[src/rtl/dram_seq_pkg.sv]
package dram_seq_pkg;

  typedef enum logic [1:0] {
    ST_IDLE,
    ST_HOLD,
    ST_SETUP,
    ST_ACTIVE
  } seq_state_t;

  localparam logic [2:0] MODE_EXT  = 3'b100;
  localparam logic [2:0] MODE_SLOW = 3'b101;
  localparam logic [2:0] MODE_FAST = 3'b110;

  function automatic logic mode_is_auto(input logic [2:0] m);
    return (m == MODE_SLOW) || (m == MODE_FAST);
  endfunction

endpackage

[src/rtl/dram_addr_path.sv]
module dram_addr_path #(
  parameter int ADDR_W = 8,
  parameter int BANK_W = 2
) (
  input  logic              clk,
  input  logic              rst,
  input  logic              strobe_n_i,
  input  logic [ADDR_W-1:0] row_i,
  input  logic [ADDR_W-1:0] col_i,
  input  logic [BANK_W-1:0] bank_i,
  input  logic              sel_col_i,
  output logic [BANK_W-1:0] bank_eff_o,
  output logic [ADDR_W-1:0] addr_o
);

  logic              held_q;
  logic [ADDR_W-1:0] row_q;
  logic [ADDR_W-1:0] col_q;
  logic [BANK_W-1:0] bank_q;
  logic [ADDR_W-1:0] addr_q;
  logic              open_w;
  logic [ADDR_W-1:0] row_eff;
  logic [ADDR_W-1:0] col_eff;

  // latches pass inputs while strobe is high and on the first low edge
  assign open_w     = strobe_n_i | ~held_q;
  assign row_eff    = open_w ? row_i  : row_q;
  assign col_eff    = open_w ? col_i  : col_q;
  assign bank_eff_o = open_w ? bank_i : bank_q;

  always_ff @(posedge clk) begin
    if (rst) begin
      held_q <= 1'b0;
      row_q  <= '0;
      col_q  <= '0;
      bank_q <= '0;
      addr_q <= '0;
    end else begin
      held_q <= ~strobe_n_i;
      if (open_w) begin
        row_q  <= row_i;
        col_q  <= col_i;
        bank_q <= bank_i;
      end
      addr_q <= sel_col_i ? col_eff : row_eff;
    end
  end

  assign addr_o = addr_q;

endmodule

[src/rtl/dram_ras_decode.sv]
module dram_ras_decode #(
  parameter int BANK_W    = 2,
  parameter int NUM_BANKS = 1 << BANK_W
) (
  input  logic                 clk,
  input  logic                 rst,
  input  logic                 ras_on_i,
  input  logic [BANK_W-1:0]    bank_i,
  output logic [NUM_BANKS-1:0] ras_n_o
);

  for (genvar b = 0; b < NUM_BANKS; b++) begin : g_bank
    logic ras_n_q;
    always_ff @(posedge clk) begin
      if (rst) ras_n_q <= 1'b1;
      else     ras_n_q <= ~(ras_on_i && (bank_i == BANK_W'(b)));
    end
    assign ras_n_o[b] = ras_n_q;
  end

endmodule

[src/rtl/dram_seq_fsm.sv]
module dram_seq_fsm
  import dram_seq_pkg::*;
#(
  parameter int SLOW_HOLD = 2,
  parameter int FAST_HOLD = 1,
  parameter int COL_SETUP = 1
) (
  input  logic       clk,
  input  logic       rst,
  input  logic [2:0] mode_i,
  input  logic       strobe_n_i,
  input  logic       ext_row_n_i,
  input  logic       ext_col_n_i,
  input  logic       ext_sel_col_i,
  output logic       ras_on_o,
  output logic       sel_col_o,
  output logic       cas_n_o
);

  localparam int HOLD_MAX = (SLOW_HOLD > FAST_HOLD) ? SLOW_HOLD : FAST_HOLD;
  localparam int WAIT_MAX = (HOLD_MAX > COL_SETUP) ? HOLD_MAX : COL_SETUP;
  localparam int CNT_W    = (WAIT_MAX <= 2) ? 1 : $clog2(WAIT_MAX);
  localparam logic [CNT_W-1:0] SLOW_LD  = CNT_W'(SLOW_HOLD - 1);
  localparam logic [CNT_W-1:0] FAST_LD  = CNT_W'(FAST_HOLD - 1);
  localparam logic [CNT_W-1:0] SETUP_LD = CNT_W'(COL_SETUP - 1);

  seq_state_t       state_q, state_d;
  logic [CNT_W-1:0] cnt_q, cnt_d;
  logic             cas_n_q, cas_n_d;
  logic             ras_on_d, sel_col_d;

  always_comb begin
    state_d   = state_q;
    cnt_d     = cnt_q;
    ras_on_d  = 1'b0;
    sel_col_d = 1'b0;
    cas_n_d   = 1'b1;
    if (mode_i == MODE_EXT) begin
      state_d   = ST_IDLE;
      ras_on_d  = ~ext_row_n_i;
      cas_n_d   = ext_col_n_i;
      sel_col_d = ext_sel_col_i;
    end else if (mode_is_auto(mode_i) && !strobe_n_i) begin
      ras_on_d = 1'b1;
      unique case (state_q)
        ST_IDLE: begin
          state_d = ST_HOLD;
          cnt_d   = (mode_i == MODE_SLOW) ? SLOW_LD : FAST_LD;
        end
        ST_HOLD: begin
          if (cnt_q == '0) begin
            state_d   = ST_SETUP;
            cnt_d     = SETUP_LD;
            sel_col_d = 1'b1;
          end else begin
            cnt_d = cnt_q - 1'b1;
          end
        end
        ST_SETUP: begin
          sel_col_d = 1'b1;
          if (cnt_q == '0) begin
            state_d = ST_ACTIVE;
            cas_n_d = 1'b0;
          end else begin
            cnt_d = cnt_q - 1'b1;
          end
        end
        default: begin
          sel_col_d = 1'b1;
          cas_n_d   = 1'b0;
        end
      endcase
    end else begin
      state_d = ST_IDLE;
      cnt_d   = '0;
    end
  end

  always_ff @(posedge clk) begin
    if (rst) begin
      state_q <= ST_IDLE;
      cnt_q   <= '0;
      cas_n_q <= 1'b1;
    end else begin
      state_q <= state_d;
      cnt_q   <= cnt_d;
      cas_n_q <= cas_n_d;
    end
  end

  assign ras_on_o  = ras_on_d;
  assign sel_col_o = sel_col_d;
  assign cas_n_o   = cas_n_q;

endmodule

[src/rtl/dram_refresh_defer.sv]
module dram_refresh_defer (
  input  logic clk,
  input  logic rst,
  input  logic auto_i,
  input  logic strobe_n_i,
  input  logic req_i,
  output logic ok_o
);

  logic pend_q;
  logic ok_q;
  logic want;

  assign want = pend_q | req_i;

  always_ff @(posedge clk) begin
    if (rst) begin
      pend_q <= 1'b0;
      ok_q   <= 1'b0;
    end else begin
      pend_q <= auto_i & ~strobe_n_i & want;
      ok_q   <= auto_i &  strobe_n_i & want;
    end
  end

  assign ok_o = ok_q;

endmodule

[src/rtl/dram_access_seq.sv]
module dram_access_seq
  import dram_seq_pkg::*;
#(
  parameter int ADDR_W    = 8,
  parameter int BANK_W    = 2,
  parameter int SLOW_HOLD = 2,
  parameter int FAST_HOLD = 1,
  parameter int COL_SETUP = 1,
  localparam int NUM_BANKS = 1 << BANK_W
) (
  input  logic                 clk,
  input  logic                 rst,
  input  logic [2:0]           mode_i,
  input  logic                 strobe_n_i,
  input  logic [ADDR_W-1:0]    row_addr_i,
  input  logic [ADDR_W-1:0]    col_addr_i,
  input  logic [BANK_W-1:0]    bank_i,
  input  logic                 ext_row_n_i,
  input  logic                 ext_col_n_i,
  input  logic                 ext_sel_col_i,
  input  logic                 wr_n_i,
  input  logic                 refresh_req_i,
  output logic [NUM_BANKS-1:0] ras_n_o,
  output logic                 cas_n_o,
  output logic [ADDR_W-1:0]    addr_o,
  output logic                 wr_n_o,
  output logic                 refresh_ok_o
);

  logic              ras_on;
  logic              sel_col;
  logic [BANK_W-1:0] bank_eff;

  dram_seq_fsm #(
    .SLOW_HOLD(SLOW_HOLD),
    .FAST_HOLD(FAST_HOLD),
    .COL_SETUP(COL_SETUP)
  ) u_fsm (
    .clk          (clk),
    .rst          (rst),
    .mode_i       (mode_i),
    .strobe_n_i   (strobe_n_i),
    .ext_row_n_i  (ext_row_n_i),
    .ext_col_n_i  (ext_col_n_i),
    .ext_sel_col_i(ext_sel_col_i),
    .ras_on_o     (ras_on),
    .sel_col_o    (sel_col),
    .cas_n_o      (cas_n_o)
  );

  dram_addr_path #(
    .ADDR_W(ADDR_W),
    .BANK_W(BANK_W)
  ) u_addr (
    .clk       (clk),
    .rst       (rst),
    .strobe_n_i(strobe_n_i),
    .row_i     (row_addr_i),
    .col_i     (col_addr_i),
    .bank_i    (bank_i),
    .sel_col_i (sel_col),
    .bank_eff_o(bank_eff),
    .addr_o    (addr_o)
  );

  dram_ras_decode #(
    .BANK_W   (BANK_W),
    .NUM_BANKS(NUM_BANKS)
  ) u_ras (
    .clk     (clk),
    .rst     (rst),
    .ras_on_i(ras_on),
    .bank_i  (bank_eff),
    .ras_n_o (ras_n_o)
  );

  dram_refresh_defer u_rfsh (
    .clk       (clk),
    .rst       (rst),
    .auto_i    (mode_is_auto(mode_i)),
    .strobe_n_i(strobe_n_i),
    .req_i     (refresh_req_i),
    .ok_o      (refresh_ok_o)
  );

  assign wr_n_o = wr_n_i;

endmodule

[config.mk]
export PLATFORM = sky130hd
export DESIGN_NAME = dram_access_seq
export DESIGN_NICKNAME = d
export VERILOG_FILES = /design/src/rtl/dram_seq_pkg.sv /design/src/rtl/dram_addr_path.sv /design/src/rtl/dram_ras_decode.sv /design/src/rtl/dram_seq_fsm.sv /design/src/rtl/dram_refresh_defer.sv /design/src/rtl/dram_access_seq.sv
export SDC_FILE = /design/constraint.sdc
export NUM_CORES = 1
export LEC_CHECK = 0
export CAP_MARGIN = 5
export CORE_MARGIN = 10
export CORE_UTILIZATION = 30
export DETAILED_ROUTE_END_ITERATION = 16
export DONT_BUFFER_PORTS = 1
export SYNTH_ARGS = -nofsm -noshare
export SYNTH_HDL_FRONTEND = slang
export SYNTH_SLANG_ARGS = --single-unit
[constraint.sdc]
create_clock -name clk -period 6.1 [get_ports clk]
set_clock_uncertainty 0.15 [all_clocks]
set_input_delay 0.61 -clock clk [delete_from_list [all_inputs] [get_ports clk]]
set_output_delay 0.61 -clock clk [all_outputs]
set_load 0.02 [all_outputs]
==> results of run 1 <==
==> power by group through the flow <==
| stage | logic, mW | registers [mW] | clock network [mW] |
|---|---|---|---|
| floorplan | 0.0328 | 0.269 | 0 |
| global placement | 0.0322 | 0.271 | 0 |
| detailed placement | 0.0329 | 0.271 | 0 |
| CTS | 0.0330 | 0.266 | 0.175 |
| global route | 0.0368 | 0.267 | 0.186 |
| finish | 0.0323 | 0.266 | 0.167 |
==> Yosys cell counts (all sizes together) <==
cell | number | area share
xor2 | 1 | 0.0056
o21a | 1 | 0.0048
o32a | 1 | 0.0064
ha | 6 | 0.048
or3b | 1 | 0.0056
clkbuf | 6 | 0.015
inv | 3 | 0.0073
o32ai | 1 | 0.0056
nor3 | 2 | 0.0064
nand3 | 2 | 0.0064
a21oi | 19 | 0.061
buf | 8 | 0.038
mux2 | 9 | 0.085
a211oi | 1 | 0.0048
nand2 | 40 | 0.098
mux2i | 3 | 0.019
and4bb | 2 | 0.016
dfxtp | 37 | 0.48
nor4b | 1 | 0.0056
nand2b | 3 | 0.012
o21ai | 3 | 0.0097
nor3b | 5 | 0.024
nor4 | 2 | 0.0081
a31o | 1 | 0.0056
nand4b | 1 | 0.0056
nor2b | 1 | 0.0040
nor2 | 6 | 0.015
==> final timing paths <==
path	slack, ps	start	depth (start not counted)	endpoint
max	3950	u_fsm.state_q[0]	4	u_addr.addr_o[0]
min	240	rst	1	u_addr.bank_q[1]
max reg2reg	3950	u_fsm.state_q[0]	4	u_addr.addr_o[0]
min reg2reg	300	u_addr.col_q[7]	2	u_addr.col_q[7]
==> logic make-up (layout without fill, tap and decap cells) <==
logic type | Yosys count | after routing
and+or+nand+nor | 66 | 66
DFF | 37 | 37
AOI/OAI and AO/OA | 27 | 27
buffers and inverters | 17 | 12
muxes | 12 | 12
adders and majority gates | 6 | 6
xor gates and xnor gates | 1 | 1
==> layout make-up <==
class                      count  area share
sequential                    37       0.448
multi-input combinational    112       0.435
tap                           70      0.0530
clock buffer                   5      0.0416
clock inverter                 3      0.0106
inverter                       3     0.00681
timing repair buffer           1     0.00454
==> per-stage QoR <==
step	setup WS [ps]	std cells	total power, mW
finish	3950	231	0.465
detailed placement	3920	223	0.304
global route	3860	231	0.489
CTS	3940	231	0.474
global placement	3930	223	0.303
floorplan	4120	166	0.302
==> sequential cells by signal, summed over array words and instances, names as in the netlist, 2 cells and up <==
name / count
u_addr.addr_o: 8
u_addr.bank_q: 2
u_addr.col_q: 8
u_addr.row_q: 8
u_fsm.state_q: 2
u_ras.g_bank.ras_n_q: 4
==> layer usage <==
metal  vias up  global-route usage  wire (µm)
li1        540                   -          -
met1       504              0.0870       1410
met2        22               0.133       1690
met3         5              0.0334        169
met4         0              0.0476         70
met5         -                   0          0
==> key figures, run 1 <==
STA
  • RSZ-0062 raised after global routing: no
  • Final Max Tran Viols: 0
  • Post-layout minimum cycle time: 2150 ps
  • Final Cycle Share: 0.352
  • Slew of the pin with the lowest slew margin: ~790 ps
  • Setup violators final: 0
  • Fin. Hold Viols: 0
  • F_max: 465 MHz
  • Relative slew slack: 0.472
  • Setup_tns: 0 ps
  • Hold_ws: 240 ps

Layout
  • Fillers: 536
  • Storage cell area: 741 µm²
  • Leading cell types in the layout, fill and taps excluded: 39 x nand2_1, 37 x dfxtp_1, 19 x a21oi_1, 8 x mux2_4
  • Nets@finish: roughly 200
  • Util after Layout: 0.326
  • Layout cells sized above 1: 0.143
  • Synth-to-layout area growth: 6.45%
  • Diode count: 0
  • Commonest non-fill, non-tap cell in the layout: nand2_1
  • Multi-input logic area: 719 µm²
  • Post-route design area: 1650 µm²

Clocking
  • Num CTS Buffers: 5
  • CTS H-Tree Depth: 2
  • Number of clock sinks: 37
  • CTS tree: done
  • Root Driver: clkbuf_8
  • Resize count post-CTS: 0
  • Clock Path Buffers: 2
  • Clock Pin Slew Worst Setup and Hold Paths: 70 ps
  • Clk Latency, worst-skew pair: 290 ps
  • Hold-fix buffers, CTS: 0
  • Postcts setup bufs: 0

Place
  • Area after DPL: 1570 µm²
  • Dpl hpwl: 2450 µm
  • IO Port Bufs: 0
  • Final Wtd Congestion: 0.745

Global routing
  • Largest net degree at the start of global routing: 26
  • GRT Util Overall: 0.0815
  • Total gr overflow: 0
  • First-pass GRT wire length: 5540 µm
  • Number of global-route vias before repair: 1,103
  • Initial antenna violation count: 0

Synthesis
  • Syn Std Cell Area: around 1600 µm²
  • Multiplexer area fraction after synthesis: 0.104
  • XOR/XNOR share of the synthesized area: 0.00564
  • Synth Area in Adders: 0.0483
  • Post-Synth Simple-Gate Area: 0.207
  • Mapped Cells: 166
  • Largest family of logic cells by synthesized area: simple AND/OR/NAND/NOR gates
  • Mapped Nets: 201
  • Compound-Gate Fraction of Synth Area: 0.0983
  • Synth unique cells: 31
  • FF+latch count, synth: 37
  • Synth warn: 0
  • Syn_area_per_cell: 9.35 µm²
  • Register area share after synthesis: 0.477

Routing
  • # DRC: 0
  • Final wirelength: about 3300 µm
  • Post-route antenna net violation count: 0
  • Via count: 1,071
  • Drt wl/cell: between 10 and 15 µm
  • DRT Pass-1 Iters: 4
  • Drt via density: ~4.6
  • First-iteration detailed-routing DRC count: 30

Power and ir drop
  • Sw Ratio: 0.248
  • Int Pwr: approximately 350 µW
  • Comb pwr share: 0.070
  • Switching Power: between 100 and 150 µW
  • Leakage: 0.673 nW
  • PwrDens: 281 nW/µm²
  • Clock network fraction of total power: 0.359
  • Max IR drop VDD: 0.0807 mV
  • Seq pwr share: 0.571

Worst setup path
  • Maximum single-stage delay on the critical path: 500 ps
  • CP Launch Type: flip-flop
  • Worst-path maximum fanout: 8
  • Crit path kind: reg2reg
  • Setup crit end kind: flip-flop
  • Slowest-stage cell, CP: o32a_1
  • CP arrival: 2180 ps
  • Top cell family by delay on the critical path: multiplexers
  • CP bufs+invs: 0
  • CP Data Required Time: between 6000 and 7000 ps
  • Critical Path, Cell by Cell: ha_1 > mux2_2 > o32a_1 > mux2_4

Floorplan
  • Die Span X: roughly 92 µm
  • Std cell rows: 26
  • Die Y: 91.9 µm
  • Core region area: about 5100 µm²
  • Die area: between 8000 and 9000 µm²
  • Ports: 44
  • Starting Density: 0.306

Outcome
  • Status: finished, final reports clean

Run
  • Max_cap viols: 0

Worst hold path
  • HP Class: in2reg
No activity file was read; power rests on OpenSTA's default activity.
==> run 2: changes to the inputs <==
==> constraint.sdc (replaced) <==
create_clock -name clk -period 1.7 [get_ports clk]
set_clock_uncertainty 0.15 [all_clocks]
set_input_delay 0.17 -clock clk [delete_from_list [all_inputs] [get_ports clk]]
set_output_delay 0.17 -clock clk [all_outputs]
set_load 0.02 [all_outputs]
==> run 2 against run 1 <==
Net effect:
- critical path depth is 2 higher
- maximum frequency is 14% higher
- critical endpoint is now u_addr.addr_o[3]
- worst setup slack worse by 4100 ps
- flip-flop and latch count stayed put
- cell area is 23% higher
- die area stayed put
- count of clock-buffer cells in the layout is 1 higher
- the run now ends with negative setup slack left
==> key figures, run 2 (synthesized netlist as in run 1, its figures left out) <==
Outcome
  • Status: finished, violations left (was finished, final reports clean)
  • Failing checks: negative setup slack

Floorplan
  • Ports: 44 (unchanged)
  • Die Span X: 91.9 µm (unchanged)
  • Core region area: 5070 µm² (unchanged)
  • Std cell rows: 26 (unchanged)
  • Die area: 8450 µm² (unchanged)
  • Starting Density: 0.306 (unchanged)
  • Die Y: 91.9 µm (unchanged)

Power and ir drop
  • Leakage: 0.848 nW (was 0.673 nW)
  • Max IR drop VDD: 0.391 mV (was 0.0807 mV)
  • PwrDens: 875 nW/µm² (was 281 nW/µm²)

STA
  • Final Cycle Share: 1.10 (was 0.352)
  • Hold_ws: 20.3 ps (was 240 ps)
  • Relative slew slack: 0.384 (was 0.472)
  • Post-layout minimum cycle time: 1880 ps (was 2150 ps)
  • RSZ-0062 raised after global routing: yes (was no)
  • Fin. Hold Viols: 0 (unchanged)
  • Setup violators final: 8 (was 0)
  • Setup ws final: -178 ps (was 3950 ps)
  • Final Max Tran Viols: 0 (unchanged)
  • F_max: 533 MHz (was 465 MHz)
  • Slew of the pin with the lowest slew margin: 924 ps (was 792 ps)

Place
  • Dpl hpwl: 2530 µm (was 2450 µm)
  • Post-Place Cells: 230 (was 223)
  • Final Wtd Congestion: 0.734 (was 0.745)
  • IO Port Bufs: 0 (unchanged)

Worst setup path
  • Setup crit end kind: flip-flop (unchanged)
  • Reg2Reg Depth: 6 (was 4)
  • Top cell family by delay on the critical path: multiplexers (unchanged)
  • CP Depth: 6 (was 4)
  • Slowest-stage cell, CP: dfxtp_2 (was o32a_1)
  • CP dominant cell by count: mux2_4
  • Worst-path maximum fanout: 8 (unchanged)
  • CP Data Required Time: 1720 ps (was 6130 ps)
  • Maximum single-stage delay on the critical path: 350 ps (was 500 ps)
  • Critical Path, Cell by Cell: inv_4 > ha_4 > mux2_4 > o32a_1 > buf_12 > mux2_4 (was ha_1 > mux2_2 > o32a_1 > mux2_4)
  • CP bufs+invs: 2 (was 0)
  • Crit path kind: reg2reg (unchanged)
  • CP Launch Type: flip-flop (unchanged)
  • CP arrival: 1900 ps (was 2180 ps)

Layout
  • Synth-to-layout area growth: 31.3% (was 6.45%)
  • Layout cells sized above 1: 0.202 (was 0.143)
  • Fillers: 515 (was 536)
  • Nets@finish: 227 (was 195)
  • Storage cell area: 746 µm² (was 741 µm²)
  • Commonest non-fill, non-tap cell in the layout: nand2_1 (unchanged)
  • Multi-input logic area: 763 µm² (was 719 µm²)
  • Leading cell types in the layout, fill and taps excluded: 39 x nand2_1, 35 x dfxtp_1, 23 x dlygate4sd3_1, 19 x a21oi_1, 9 x mux2_4 (was 39 x nand2_1, 37 x dfxtp_1, 19 x a21oi_1, 8 x mux2_4)
  • Layout Cells excl Fill: 264 (was 231)

Routing
  • Drt wl/cell: 14.5 µm (about the same)
  • Final wirelength: 3820 µm (was 3340 µm)
  • WL met3: 195 µm (was 169 µm)
  • First-iteration detailed-routing DRC count: 32 (was 30)
  • Drt via density: 4.53 (was 4.64)
  • # DRC: 0 (unchanged)
  • Post-Route M1 WL: 1510 µm (was 1410 µm)
  • Via count: 1,196 (was 1,071)
  • Top routing layer in use: met4 (unchanged)
  • Met2 routed WL: 2030 µm (was 1690 µm)
  • Post-route antenna net violation count: 0 (unchanged)
  • DRT Pass-1 Iters: 4 (unchanged)

Clocking
  • Number of clock sinks: 37 (unchanged)
  • Num CTS Buffers: 5 (unchanged)
  • Clock Path Buffers: 2 (unchanged)
  • Clk Latency, worst-skew pair: 280 ps (was 290 ps)
  • CTS tree: done (unchanged)
  • CTS H-Tree Depth: 2 (unchanged)
  • Root Driver: clkbuf_8 (unchanged)
  • Clock Pin Slew Worst Setup and Hold Paths: 70 ps (about the same)

Global routing
  • Initial antenna violation count: 1 (was 0)
  • First-pass GRT wire length: 6040 µm (was 5540 µm)
  • Number of global-route vias before repair: 1,232 (was 1,103)
  • GRT Util Overall: 0.0901 (was 0.0815)
  • Total gr overflow: 0 (unchanged)
  • Largest net degree at the start of global routing: 25 (was 26)

Worst hold path
  • HP Class: in2reg (unchanged)
  • WHS Path Cells: 2 (was 1)

Run
  • Max_cap viols: 0 (unchanged)
[run 2: changes by cell type in the layout (fill, tap and decap cells not counted), sizes merged]
cell          previous run  this run
dlygate4sd3              0        23
buf                      1         9
clkbuf                   5         6
clkinvlp                 1         0
diode                    0         1
dlymetal6s4s             0         1
[run 2: layout make-up]
cell class                 count  area share
clock buffer                   6      0.0405
sequential                    37       0.366
antenna                        1     0.00123
inverter                       3     0.00798
clock inverter                 2     0.00675
multi-input combinational    112       0.374
tap                           70      0.0430
timing repair buffer          33       0.160
[run 2: layer usage]
layer	up-vias	track usage
met5	-	0
met4	0	0.0398
met3	6	0.0334
met2	23	0.166
met1	559	0.0878
li1	608	-
[run 2: worst paths after layout]
kind                    startpoint  slack [ps]                 endpoint
setup / recovery  u_fsm.state_q[1]        -180         u_addr.addr_o[3]
hold / removal           bank_i[1]          20  u_ras.g_bank[2].ras_n_q
setup reg to reg  u_fsm.state_q[1]        -180         u_addr.addr_o[3]
hold reg to reg    u_addr.row_q[4]         310          u_addr.row_q[4]
[run 2: per-stage QoR]
step	TNS, ps	utilization	setup WS [ps]	power, mW	instance area [µm²]
2_1_floorplan	-1040	-	-130	1.08	1580
3_3_place_gp	-1160	0.326	-146	1.10	1660
3_5_place_dp	-1270	0.326	-162	1.10	1660
4_1_cts	-1710	0.396	-166	1.80	2010
5_1_grt	-1720	0.402	-216	1.87	2040
6_report	-1380	0.402	-178	1.78	2040
[run 2: timing repair]
action                                  4_1_cts  5_1_grt
resized for setup                             2        6
pin swaps                                     0        3
endpoints found under the setup margin        8       16
buffers inserted                              1        1
hold endpoints to repair                     27        0
hold buffers                                 24        0
[run 2: power by group]
group	leakage, nW	total (mW)	switching, mW	internal (mW)
registers	0.307	0.952	0.0405	0.912
clock network	0.0512	0.639	0.310	0.328
logic	0.490	0.192	0.0838	0.108
==> run 3: changes to the inputs <==
--- a/config.mk
+++ b/config.mk
@@ -10,6 +10,7 @@
 export CORE_UTILIZATION = 30
 export DETAILED_ROUTE_END_ITERATION = 16
 export DONT_BUFFER_PORTS = 1
+export RECOVER_POWER = 50
 export SYNTH_ARGS = -nofsm -noshare
 export SYNTH_HDL_FRONTEND = slang
 export SYNTH_SLANG_ARGS = --single-unit
==> run 3 against run 2 <==
Net effect:
- the run still ends with negative setup slack left
- sequential share of layout area grew 0.36 points
- die area is the same
- combinational power shrank 3%
- via count shrank 0.33%
- clock power is essentially flat
- non-clock buffer count is the same
- maximum frequency is essentially flat
- global-route usage is the same
- highest routed layer unchanged
==> key figures, run 3 (synthesized netlist as in run 1, its figures left out) <==
Clocking
  • Clk Latency, worst-skew pair: 280 ps (about the same)
  • Num CTS Buffers: 5 (unchanged)
  • CTS tree: done (unchanged)
  • CTS H-Tree Depth: 2 (unchanged)
  • Clock Path Buffers: 2 (unchanged)
  • Number of clock sinks: 37 (unchanged)
  • Clock Pin Slew Worst Setup and Hold Paths: 70 ps (about the same)
  • Root Driver: clkbuf_8 (unchanged)

Floorplan
  • Die area: 8450 µm² (unchanged)
  • Starting Density: 0.306 (unchanged)
  • Std cell rows: 26 (unchanged)
  • Die Y: 91.9 µm (unchanged)
  • Core region area: 5070 µm² (unchanged)
  • Die Span X: 91.9 µm (unchanged)
  • Ports: 44 (unchanged)

Worst setup path
  • Maximum single-stage delay on the critical path: 350 ps (about the same)
  • Crit path launch: u_fsm.state_q[1] (unchanged)
  • Reg-to-reg setup timing slack: -180 ps (about the same)
  • CP Data Required Time: 1720 ps (about the same)
  • Setup crit end kind: flip-flop (unchanged)
  • Crit path kind: reg2reg (unchanged)
  • CP arrival: 1900 ps (about the same)
  • Top cell family by delay on the critical path: multiplexers (unchanged)
  • Critical Path, Cell by Cell: inv_4 > ha_4 > mux2_4 > o32a_1 > buf_12 > mux2_4 (unchanged)
  • CP dominant cell by count: mux2_4 (unchanged)
  • CP bufs+invs: 2 (unchanged)
  • Slowest-stage cell, CP: dfxtp_2 (unchanged)
  • Critical R2R Launch: u_fsm.state_q[1] (unchanged)
  • CP Launch Type: flip-flop (unchanged)
  • Worst-path maximum fanout: 8 (unchanged)

Routing
  • Post-route antenna net violation count: 0 (unchanged)
  • WL met3: 196 µm (was 195 µm)
  • Post-Route M1 WL: 1510 µm (about the same)
  • Via count: 1,192 (was 1,196)
  • Met2 routed WL: 2030 µm (about the same)
  • First-iteration detailed-routing DRC count: 30 (was 32)
  • Drt via density: 4.53 (about the same)
  • Top routing layer in use: met4 (unchanged)
  • # DRC: 0 (unchanged)
  • Drt wl/cell: 14.5 µm (about the same)
  • Final wirelength: 3820 µm (about the same)
  • DRT Pass-1 Iters: 4 (unchanged)

Layout
  • Nets@finish: 227 (unchanged)
  • Layout cells sized above 1: 0.192 (was 0.202)
  • Leading cell types in the layout, fill and taps excluded: 40 x nand2_1, 35 x dfxtp_1, 23 x dlygate4sd3_1, 19 x a21oi_1, 9 x mux2_4 (was 39 x nand2_1, 35 x dfxtp_1, 23 x dlygate4sd3_1, 19 x a21oi_1, 9 x mux2_4)
  • Synth-to-layout area growth: 30.0% (was 31.3%)
  • Commonest non-fill, non-tap cell in the layout: nand2_1 (unchanged)
  • Layout Cells excl Fill: 263 (was 264)
  • Diode count: 0 (was 1)
  • Fillers: 518 (was 515)
  • Post-route design area: 2020 µm² (was 2040 µm²)

Power and ir drop
  • Leakage: 0.832 nW (was 0.848 nW)
  • PwrDens: 881 nW/µm² (was 875 nW/µm²)
  • Max IR drop VDD: 0.391 mV (about the same)

Outcome
  • Failing checks: negative setup slack (unchanged)
  • Status: finished, violations left (unchanged)

Global routing
  • Initial antenna violation count: 0 (was 1)
  • GRT Util Overall: 0.0901 (unchanged)
  • Total gr overflow: 0 (unchanged)
  • First-pass GRT wire length: 6040 µm (unchanged)
  • Largest net degree at the start of global routing: 25 (unchanged)
  • Number of global-route vias before repair: 1,232 (unchanged)

STA
  • Final Cycle Share: 1.10 (about the same)
  • F_max: 532 MHz (was 533 MHz)
  • Fin. Hold Viols: 0 (unchanged)
  • RSZ-0062 raised after global routing: yes (unchanged)
  • Setup violators final: 8 (unchanged)
  • Final Max Tran Viols: 0 (unchanged)
  • Slew of the pin with the lowest slew margin: 1100 ps (was 924 ps)
  • Setup ws final: -178 ps (about the same)
  • Relative slew slack: 0.264 (was 0.384)
  • Post-layout minimum cycle time: 1880 ps (about the same)

Place
  • Post-Place Cells: 230 (unchanged)
  • IO Port Bufs: 0 (unchanged)
  • Area after DPL: 1660 µm² (unchanged)
  • Dpl hpwl: 2530 µm (unchanged)
  • Final Wtd Congestion: 0.734 (unchanged)

Worst hold path
  • Hold Crit Start: bank_i[1] (unchanged)
  • HP Class: in2reg (unchanged)

Run
  • Max_cap viols: 0 (unchanged)
==> run 3: cell types whose count changed in the layout (fill, tap and decap cells not counted), sizes merged <==
cell,previous run,this run
clkbuf,6,9
diode,1,0
buf,9,7
dlymetal6s4s,1,0
==> run 3: final cells by class <==
cell class                 instances  area [µm²]  share of cell area
clock buffer                       6        82.6              0.0409
clock inverter                     2        13.8             0.00682
inverter                           3        16.3             0.00806
multi-input combinational        112         761               0.377
sequential                        37         746               0.369
tap                               70        87.6              0.0434
timing repair buffer              33         312               0.154
==> run 3: worst reg2reg max path: stages, from the launching register on <==
cell     delay, ps
dfxtp_2        350
inv_4           50
ha_4           160
mux2_4         290
o32a_1         320
buf_12         160
mux2_4         290
==> run 3: what timing repair did <==
item,CTS,global route
setup endpoints to repair,8,16
buffers inserted,1,1
hold buffers,24,0
cloned,0,0
pin swaps,0,3
resized for setup,2,6
hold endpoints to repair,27,0
==> run 3: report_power, final <==
group          internal, mW  switching (mW)  total, mW
Sequential            0.912          0.0405      0.952
Combinational         0.104          0.0833      0.187
Clock                 0.328           0.310      0.639
Total                  1.34           0.434       1.78
==> run 3: worst paths after layout <==
kind,end,cells after the start
max,u_addr.addr_o[3],6
min,u_ras.g_bank[2].ras_n_q,2
max reg2reg,u_addr.addr_o[3],6
min reg2reg,u_addr.row_q[4],2
==> run 3: layer usage <==
metal	global-route usage	up-vias
li1	-	605
met1	0.0878	558
met2	0.166	23
met3	0.0334	6
met4	0.0398	0
met5	0	-
==> run 3: per-stage QoR <==
step	setup WS, ps	hold WS (ps)	utilization	setup TNS [ps]	total power [mW]
2_1_floorplan	-130	151	-	-1040	1.08
3_3_place_gp	-146	97.0	0.326	-1160	1.10
3_5_place_dp	-162	98.2	0.326	-1270	1.10
4_1_cts	-166	10.6	0.396	-1710	1.80
5_1_grt	-216	29.0	0.398	-1720	1.86
6_report	-178	20.3	0.398	-1390	1.78
